$ cat src/rtl/lcd_seq_pkg.sv
package lcd_seq_pkg;

    typedef enum logic [2:0] {
        S_IDLE,
        S_UP_WAIT,
        S_BL_ON,
        S_PWR_OFF,
        S_DN_WAIT
    } seq_state_t;

    typedef struct packed {
        logic ctl_en;
        logic panel_pwr;
        logic backlight;
    } rails_t;

    function automatic rails_t goal_rails(input logic en, input logic pwr);
        rails_t r;
        r.ctl_en    = en;
        r.panel_pwr = en & pwr;
        r.backlight = en & pwr;
        return r;
    endfunction

endpackage

$ cat src/rtl/lcd_settle_timer.sv
module lcd_settle_timer #(
    parameter int SETTLE_TICKS = 20
) (
    input  logic clk,
    input  logic rst,
    input  logic clear,
    input  logic run,
    input  logic tick,
    output logic expired
);
    localparam int CNT_W = (SETTLE_TICKS < 2) ? 1 : $clog2(SETTLE_TICKS);
    localparam logic [CNT_W-1:0] LAST = CNT_W'(SETTLE_TICKS - 1);

    logic [CNT_W-1:0] cnt;

    always_ff @(posedge clk) begin
        if (rst || clear) begin
            cnt <= '0;
        end else if (run && tick && !expired) begin
            cnt <= cnt + 1'b1;
        end
    end

    assign expired = run && tick && (cnt == LAST);
endmodule

$ cat src/rtl/lcd_seq_fsm.sv
module lcd_seq_fsm
    import lcd_seq_pkg::*;
(
    input  logic   clk,
    input  logic   rst,
    input  logic   en_req,
    input  logic   pwr_req,
    input  logic   expired,
    output logic   tmr_clear,
    output logic   tmr_run,
    output rails_t rails,
    output logic   busy,
    output logic   done
);
    seq_state_t state;
    logic       drop_en;
    rails_t     tgt;

    assign tgt       = goal_rails(en_req, pwr_req);
    assign tmr_clear = (state == S_IDLE) || (state == S_PWR_OFF);
    assign tmr_run   = (state == S_UP_WAIT) || (state == S_DN_WAIT);
    assign busy      = (state != S_IDLE);

    always_ff @(posedge clk) begin
        if (rst) begin
            state   <= S_IDLE;
            rails   <= '0;
            done    <= 1'b0;
            drop_en <= 1'b0;
        end else begin
            done <= 1'b0;
            unique case (state)
                S_IDLE: begin
                    if (tgt.panel_pwr && !rails.panel_pwr) begin
                        rails.ctl_en <= 1'b1;
                        state        <= S_UP_WAIT;
                    end else if (!tgt.panel_pwr && rails.panel_pwr) begin
                        rails.backlight <= 1'b0;
                        drop_en         <= !tgt.ctl_en;
                        state           <= S_PWR_OFF;
                    end else if (tgt.ctl_en != rails.ctl_en) begin
                        rails.ctl_en <= tgt.ctl_en;
                        done         <= 1'b1;
                    end
                end
                S_UP_WAIT: begin
                    if (expired) begin
                        rails.panel_pwr <= 1'b1;
                        state           <= S_BL_ON;
                    end
                end
                S_BL_ON: begin
                    rails.backlight <= 1'b1;
                    done            <= 1'b1;
                    state           <= S_IDLE;
                end
                S_PWR_OFF: begin
                    rails.panel_pwr <= 1'b0;
                    if (drop_en) begin
                        state <= S_DN_WAIT;
                    end else begin
                        done  <= 1'b1;
                        state <= S_IDLE;
                    end
                end
                S_DN_WAIT: begin
                    if (expired) begin
                        rails.ctl_en <= 1'b0;
                        done         <= 1'b1;
                        state        <= S_IDLE;
                    end
                end
                default: state <= S_IDLE;
            endcase
        end
    end
endmodule

$ cat src/rtl/lcd_pwr_seq.sv
module lcd_pwr_seq
    import lcd_seq_pkg::*;
#(
    parameter int SETTLE_TICKS = 20
) (
    input  logic clk,
    input  logic rst,
    input  logic tick,
    input  logic en_req,
    input  logic pwr_req,
    output logic ctl_en,
    output logic panel_pwr,
    output logic backlight_en,
    output logic busy,
    output logic done
);
    logic   tmr_clear;
    logic   tmr_run;
    logic   expired;
    rails_t rails;

    lcd_settle_timer #(.SETTLE_TICKS(SETTLE_TICKS)) u_timer (
        .clk     (clk),
        .rst     (rst),
        .clear   (tmr_clear),
        .run     (tmr_run),
        .tick    (tick),
        .expired (expired)
    );

    lcd_seq_fsm u_fsm (
        .clk       (clk),
        .rst       (rst),
        .en_req    (en_req),
        .pwr_req   (pwr_req),
        .expired   (expired),
        .tmr_clear (tmr_clear),
        .tmr_run   (tmr_run),
        .rails     (rails),
        .busy      (busy),
        .done      (done)
    );

    assign ctl_en       = rails.ctl_en;
    assign panel_pwr    = rails.panel_pwr;
    assign backlight_en = rails.backlight;
endmodule

$ cat config.mk
export PLATFORM = sky130hd
export DESIGN_NAME = lcd_pwr_seq
export DESIGN_NICKNAME = d
export VERILOG_FILES = /design/src/rtl/lcd_seq_pkg.sv /design/src/rtl/lcd_settle_timer.sv /design/src/rtl/lcd_seq_fsm.sv /design/src/rtl/lcd_pwr_seq.sv
export SDC_FILE = /design/constraint.sdc
export NUM_CORES = 1
export LEC_CHECK = 0
export BUFFER_PORTS_ARGS = -buffer_cell sky130_fd_sc_hd__buf_2
export CORE_MARGIN = 3
export CORE_UTILIZATION = 50
export CTS_CLUSTER_SIZE = 28
export DETAILED_ROUTE_END_ITERATION = 10
export HOLD_SLACK_MARGIN = 0.03
export PLACE_DENSITY = 0.68
export SLEW_MARGIN = 20
export SYNTH_ARGS = -nofsm -noshare
export SYNTH_HDL_FRONTEND = slang
export SYNTH_SLANG_ARGS = --single-unit
$ cat constraint.sdc
create_clock -name clk -period 1.7 [get_ports clk]
set_input_delay 0.085 -clock clk [delete_from_list [all_inputs] [get_ports clk]]
set_output_delay 0.085 -clock clk [all_outputs]
set_load 0.03 [all_outputs]
After elaboration in Yosys (flattened, before gate mapping)

Cells that the tools add are included.

Bits in writable memories: 0
Latch bits: 0
Bits in read-only memories: 0
Flip-flop bits (word level): 13
Bits of input ports: 5
Logic and storage cells: 67
Output and inout bits: 5
Memories: 0

Multipliers: 0
Shift operators: 0
Bitwise gates (word level): 2
$add $sub $neg: 1
Reduce and logical (&&, ||, !) cells: 22
Eq/ne operators: 13
Muxes and demuxes: 22
Order comparisons: 0
Divide/modulo/power cells: 0

Operator list:

| kind                | number |
|---|---|
| $mux 3              | 5 |
| $mux 1              | 12 |
| $pmux 3 s4          | 1 |
| $ne 3x3->1 const B  | 3 |
| $reduce_and 3->1    | 3 |
| $ne 2x2->1 const B  | 4 |
| $eq 3x2->1 const B  | 2 |
| $pmux 1 s2          | 3 |
| $reduce_bool 2->1   | 3 |
| $add 5x1->5 const B | 1 |
| $eq 5x5->1 const B  | 1 |
| $logic_and 1x1->1   | 5 |
| $logic_not 1->1     | 4 |
| $pmux 1 s4          | 1 |
| $reduce_and 4->1    | 1 |
| $eq 3x1->1 const B  | 1 |
| $eq 3x3->1 const B  | 1 |
| $logic_not 3->1     | 1 |
| $logic_or 1x1->1    | 3 |
| $reduce_bool 3->1   | 1 |
| $reduce_and 2->1    | 1 |
| $and 1x1->1         | 1 |
| $ne 1x1->1          | 1 |
| $not 1->1           | 1 |

Depth between registers and ports, before layout

Gate-level depths: netlist of run 1.

Depth after elaboration: 6
Gate-level depth with buffers: 6
Gate-level depth less buffers: 6

Cells and area by module

Synthesis of run 1 repeated with hierarchy kept, for this count alone.

Cells, all modules: 84
Area, all modules: 738.2 µm²

Modules (own cells, without submodules):

| module           | seq. area each (µm²) | instances | area an instance (µm²) | cells each |
|---|---|---|---|---|
| lcd_seq_fsm      | 160.2                | 1         | 471.7                  | 54 |
| lcd_settle_timer | 100.1                | 1         | 266.5                  | 30 |

Worst setup path before layout of run 1

No wires, ideal clock.

Kind: register to register
Start point: reg u_timer.cnt[0]
End point: reg u_timer.cnt[2]
Clock period less this slack: 1.468 ns
Library setup time: 0.080 ns
Cell stages (with the launch flop): 5
Data arrival time: 1.389 ns
Setup slack: 0.232 ns
Required time: 1.620 ns
Path through: dfxtp_1 > ha_1 > and4bb_4 > or4_4 > a211oi_2

Cells in the longest elaborated chain, start to end: 4
Elaborated cells on any way between the ends: 5

RTL lines:

| element                                                             | RTL line               | RTL |
|---|---|---|
| from (decl)                                                         | lcd_settle_timer.sv:14 | `logic [CNT_W-1:0] cnt;` |
| from (signal assigned)                                              | lcd_settle_timer.sv:20 | `cnt <= cnt + 1'b1;` |
| parallel branches: the longest is 4 deep, another holds $add 5x1->5 | --                     |  |

Several ways; the timed one is not identified.
A chain may end at the register's enable or synchronous reset.

Worst setup path in the final report of run 1

Ends and elaborated chain as after synthesis.

==> results of run 1 <==
[worst max-delay path: stages (launching register included)]
cell	delay [ps]
dfxtp_1	330
ha_1	210
and4bb_4	220
or4_4	510
a211oi_2	180
[through the flow]
step	setup slack (ps)	instances	hold slack, ps	cell area [um^2]
2_1_floorplan	231.7	83	194.7	705.7
3_3_place_gp	211.6	104	356.3	768.2
3_5_place_dp	182.9	104	367.1	768.2
4_1_cts	172.8	108	65.78	794.5
5_1_grt	75.72	108	86.48	794.5
6_report	176.4	108	81.12	794.5
[placed cells by master, fill, tap and decap left out, drive strengths merged, types with 2 or more instances in the layout]
master / n
a21oi: 3
and3: 2
buf: 11
clkbuf: 4
dfxtp: 13
ha: 3
inv: 4
nand2: 5
nand2b: 2
nand3: 6
nand3b: 2
nor2: 6
nor3: 9
o21ai: 3
xnor2: 5
[power by group]
part | leakage [nW] | total, W | internal [W] | switching (W)
registers | 0.106 | 0.000324 | 0.000314 | 0.00000969
logic | 0.188 | 0.000102 | 0.0000376 | 0.0000644
clock network | 0.0150 | 0.000183 | 0.0000910 | 0.0000922
total | 0.308 | 0.000609 | 0.000443 | 0.000166
[logic make-up (layout without fill, tap and decap cells)]
group,Yosys count,count (layout)
mux,1,1
buf+inv,8,19
flops,13,13
fa+ha+maj,3,3
compound gates,12,12
simple gates,40,40
xor+xnor,6,6
[sequential cells by signal (all words and copies together) (netlist names)]
| name | cells |
|---|---|
| u_fsm.state | 3 |
| u_fsm.drop_en | 1 |
| u_fsm.done | 1 |
| u_timer.cnt | 5 |
| u_fsm.rails | 3 |
[routing by layer]
layer	track usage (%)	up-vias	part of all wire (%)
li1	-	320	-
met1	22.75	280	48
met2	25.00	11	45
met3	7.469	5	5.1
met4	7.229	0	1.9
met5	0	-	0
[how the worst max path moves through the flow]
stage,start,to,slack (ps),cells past startpoint
CTS,u_timer.cnt[0],u_timer.cnt[2],170,4
finish,u_timer.cnt[0],u_timer.cnt[2],180,4
global route,u_timer.cnt[0],u_timer.cnt[2],80,4
floorplan,u_timer.cnt[0],u_timer.cnt[2],230,4
detailed placement,u_timer.cnt[0],u_timer.cnt[2],180,4
global placement,u_timer.cnt[0],u_timer.cnt[2],210,4
[layout make-up]
cell class / count / area [um^2] / area share, %
Clock buffer: 4 / 26.28 / 3.307
Inverter: 4 / 15.01 / 1.890
Multi-Input combinational cell: 62 / 415.4 / 52.28
Sequential cell: 13 / 260.3 / 32.76
Tap cell: 14 / 17.52 / 2.205
Timing Repair Buffer: 11 / 60.06 / 7.559
==> metrics.md, run 1 <==
| Metric | Value |
|---|---|
| Outcome | completed |
| Reg2reg setup slack | approximately 180 ps |
| Num CTS Buffers | 3 |
| Post-synthesis adder-cell area fraction | 5.319% |
| Worst hold path type | in2reg |
| Worst r2r dst | u_timer.cnt[2] |
| Synth Register Bits | 13 |
| Post-DRT Antenna Nets | 0 |
| Final slew viol count | 0 |
| Fin crit share | around 90% |
| Startpoint Class | register |
| Sequential cell area fraction in the yosys report | a little under two fifths |
| Syn Nets | between 90 and 100 |
| Rel. slew slack | between 60% and 70% |
| FMAX | between 600 and 700 MHz |
| Mapped Cells | 83 |
| Post-synthesis mux area share | under 10% |
| Post-DP HPWL | approximately 1.0 mm |
| Clk slew on worst S/H paths | around 70 ps |
| Top post-synthesis cells by area | dfxtp_1 37%, xnor2_1 6.2%, nor3_1 5.7%, ha_1 5.3%, nand3_1 4.3% |
| Synth cell types | 33 |
| Largest family of logic cells by synthesized area | simple AND/OR/NAND/NOR gates |
| Synth Area in Simple Gates | between 30% and 40% |
| Wirelength per Cell | between 10 and 15 um |
| Tot GR Track Use | approximately 17% |
| Leak | ~0.31 nW |
| CTS tree | done |
| Synth Flop Type | dfxtp_1 |
| Synth Area in Compound Gates | approximately an eighth |
| CTS Root Buffer Type | clkbuf_4 |
| Critical path peak fanout | 6 |
| First-pass GRT wire length | 2.449 mm |
| YS warnings | 0 |
| TritonRoute pass-1 iters | 4 |
| Slew of the pin with the lowest slew margin | 513.1 ps |
| Avg Cell Area, Syn | 8.502 um^2 |
| WP data arrival | 1730 ps |
| Synth top cells by count | 13 x dfxtp_1, 8 x nor3_1, 6 x nand3_1, 6 x nor2_1 |
| DIE WIDTH | about 44 um |
| Placer Congestion | 0.7582 |
| Cell area power density | between 700 and 800 mW/mm^2 |
| Core Region | 0.001216 mm^2 |
| Asr flop ratio synth | 0% |
| Post_cts resized | 0 |
| Worst path required time | 1900 ps |
| HP Start | en_req |
| Die area | around 0.0019 mm^2 |
| N_diodes | 0 |
| Maximum clock path buffer count | 2 |
| Largest net degree at the start of global routing | 14 |
| Yosys top cell area share | approximately 37% |
| Vias | 616 |
| # IOs | 10 |
| Kind of critical path | reg2reg |
| Clk_skew | roughly 7 ps |
| Hold Fails Final Rpt | 0 |
| Worst vdd ir | 0.0006150 V |
| Port bufs | 9 |
| Maxcap violations | 0 |
| Initial antenna violation count | 0 |
| First DRT Iteration DRCs | 12 |
| Cell row count | 12 |
| Most frequent cell after synthesis | dfxtp_1 |
| Layout Nets | roughly 100 |
| Filler cell count | roughly 120 |
| Area grow syn2layout | 12.59% |
| Period minus WS final | between 1500 and 2000 ps |
| Vias/cell | between 5 and 6 |
| Setup violations, final | 0 |
| Cts hold-fix bufs | 0 |
| Total negative setup slack | 0 ps |
| Clk sink count | 13 |
| Residual DRC count | 0 |
| Post-synthesis xor/xnor area fraction | between 7 and 8% |
| EDFF count, synth | 0 |
| Critical path endpoint category | register |
| Reg-to-Reg Start | u_timer.cnt[0] |
| Tot Pwr | around 0.00061 W |
| Die H | 43.57 um |
| Global route overflow | 0 |
| RSZ-0062 raised after global routing | no |
| Worst hold stages | 2 |
| Largest area contributor in the netlist | dfxtp_1 |
| Synthesized area | between 700 and 800 um^2 |
| Fraction of layout cells with a size suffix above 1 | roughly a fifth |
| Vias in the first global route | 563 |
| Clk_lat worst skew | ~280 ps |
| Hold worst-path end | u_fsm.drop_en |
| H-tree depth | 1 |
| Worst Reg-to-Reg Cells | 4 |
| Post-layout util | roughly 65% |
| Initial Util | 58.02% |
| Final WL | around 1.4 mm |
| Post-CTS setup buffer count | 0 |
Power figures use the tool's default switching activity.
==> inputs of run 2 (changes only) <==
- PLACE_DENSITY: 0.68 -> 0.71
==> metrics.md, run 2 (synthesis gave the netlist of run 1 again) <==
| Metric | Value |
|---|---|
| Post_cts resized | 0 (unchanged) |
| Wirelength per Cell | 12.72 um (+1.2%) |
| Cell row count | 12 (unchanged) |
| Commonest non-fill, non-tap cells in the layout | 13 x dfxtp_1, 9 x buf_2, 8 x nor3_1, 6 x nand3_1, 6 x nor2_1 |
| Hold Fails Final Rpt | 0 (unchanged) |
| Final WL | 1.374 mm (+1.2%) |
| Port bufs | 9 (unchanged) |
| GR peak layer | met1 |
| Commonest non-fill, non-tap cell in the layout | dfxtp_1 |
| First-pass GRT wire length | 2.546 mm (+4.0%) |
| Cell Int Power | 0.0004429 W (about the same) |
| P_sw | 0.0001777 W (+6.9%) |
| Fin crit share | 90.23% (+0.60 points) |
| Met1 Use GR | 26.63% (+3.9 points) |
| Slew of the pin with the lowest slew margin | 488.3 ps (-24.85 ps) |
| Die area | 0.001898 mm^2 (unchanged) |
| N_diodes | 0 (unchanged) |
| CP delay by family, top | simple AND/OR/NAND/NOR gates |
| DIE WIDTH | 43.57 um (unchanged) |
| Placement Setup Slack | 193.8 ps (+10.90 ps) |
| Top flop regs | u_timer.cnt: 5 flops, u_fsm.rails: 3 flops, u_fsm.state: 3 flops |
| Kind of critical path | reg2reg |
| Critical path endpoint category | register |
| Fraction of layout cells with a size suffix above 1 | 20.21% (unchanged) |
| CP max stage delay | 510 ps (about the same) |
| Biggest register | u_timer.cnt |
| Initial Util | 58.02% (unchanged) |
| Cell area power density | 781.2 mW/mm^2 (+1.9%) |
| Worst path required time | 1900 ps (about the same) |
| Worst hold path type | in2reg |
| Post-DP HPWL | 1.033 mm (-1.0%) |
| Ordered cell list for the critical path | ha_1, and4bb_4, or4_4, a211oi_2 |
| Startpoint Class | register |
| Filler cell count | 107 (-9.3%) |
| Final slew viol count | 0 (unchanged) |
| CTS Root Buffer Type | clkbuf_4 |
| Critical path peak fanout | 6 (unchanged) |
| Reg power frac | 52.3% (-0.9 points) |
| Largest register FFs | 5 (unchanged) |
| Maxcap violations | 0 (unchanged) |
| Placer Congestion | 0.7080 (-6.6%) |
| CTS tree | done |
| Total negative setup slack | 0 ps (unchanged) |
| Cts hold-fix bufs | 0 (unchanged) |
| Power share of the combinational group | 16.4% (-0.3 points) |
| Worst vdd ir | 0.0004347 V (-29%) |
| Rel. slew slack | 67.21% (+1.7 points) |
| Period minus WS final | 1534 ps (+10.21 ps) |
| # IOs | 10 (unchanged) |
| Worst setup margin | 166.2 ps (-10.21 ps) |
| FMAX | 652.0 MHz (-0.67%) |
| Cells after DPL | 104 (unchanged) |
| Largest net degree at the start of global routing | 14 (unchanged) |
| Maximum clock path buffer count | 2 (unchanged) |
| Post-DRT Antenna Nets | 0 (unchanged) |
| Clk sink count | 13 (unchanged) |
| Vias in the first global route | 573 (+1.8%) |
| Outcome | completed |
| Clock power share | 31.3% (+1.2 points) |
| Vias/cell | 5.546 (-2.8%) |
| WP data arrival | 1740 ps (about the same) |
| Clk slew on worst S/H paths | 80 ps (about the same) |
| TritonRoute pass-1 iters | 4 (unchanged) |
| H-tree depth | 1 (unchanged) |
| First DRT Iteration DRCs | 9 (-3) |
| Fin cells | 108 (unchanged) |
| Num CTS Buffers | 3 (unchanged) |
| Initial antenna violation count | 0 (unchanged) |
| Switching share of total power | 28.64% (+1.3 points) |
| RSZ-0062 raised after global routing | no |
| Post-CTS setup buffer count | 0 (unchanged) |
| Vias | 599 (-2.8%) |
| Met3 usage | 5.394% (-2.1 points) |
| CP max-delay cell | or4_4 |
| Global route overflow | 0 (unchanged) |
| Met2 usage in global routing | 21.80% (-3.2 points) |
| Residual DRC count | 0 (unchanged) |
| WP buf/inv | 0 (unchanged) |
| Tot GR Track Use | 17.57% (+0.11 points) |
| Setup violations, final | 0 (unchanged) |
| Clk_lat worst skew | 270 ps (about the same) |
| Clk_skew | 0.7421 ps (-6.239 ps) |
| Area grow syn2layout | 12.59% (unchanged) |
| Leak | 0.3083 nW (unchanged) |
| Die H | 43.57 um (unchanged) |
| Layout Nets | 103 (unchanged) |
| Core Region | 0.001216 mm^2 (unchanged) |
[run 2: metal layers]
layer	share of wire, %	vias up
met4	1.0	0
li1	-	319
met3	3.3	2
met5	0	-
met2	40	11
met1	55	267
[run 2: power by group through the flow]
stage / clock, W / combinational (W) / sequential, W
final: 0.000194 / 0.000102 / 0.000325
after global placement: 0 / 0.000101 / 0.000332
after global routing: 0.000211 / 0.000113 / 0.000327
after detailed placement: 0 / 0.000102 / 0.000332
after floorplan: 0 / 0.0000620 / 0.000342
after CTS: 0.000202 / 0.000102 / 0.000325
[run 2: area by class of cell]
cell class,instances,area [um^2],share of cell area (%)
inverters,4,15.01,1.890
flip-flops and latches,13,260.3,32.76
clock buffers,4,26.28,3.307
well taps,14,17.52,2.205
multi-input cells,62,415.4,52.28
repair buffers,11,60.06,7.559
[run 2: worst paths after layout]
check                      start        endpoint  slack, ps  cells after the start
setup / recovery  u_timer.cnt[0]  u_timer.cnt[2]        170                      4
hold / removal            en_req   u_fsm.drop_en         70                      2
setup reg to reg  u_timer.cnt[0]  u_timer.cnt[2]        170                      4
hold reg to reg   u_fsm.rails[0]  u_fsm.rails[0]        500                      2
[run 2: per-stage QoR]
step | util, % | power, W | cell area, um^2 | hold WS, ps
4_1_cts | 65.33 | 0.0006285 | 794.5 | 60.52
5_1_grt | 65.33 | 0.0006514 | 794.5 | 89.38
3_5_place_dp | 63.17 | 0.0004339 | 768.2 | 365.0
3_3_place_gp | 63.17 | 0.0004322 | 768.2 | 355.2
2_1_floorplan | - | 0.0004042 | 705.7 | 194.7
6_report | 65.33 | 0.0006207 | 794.5 | 72.95
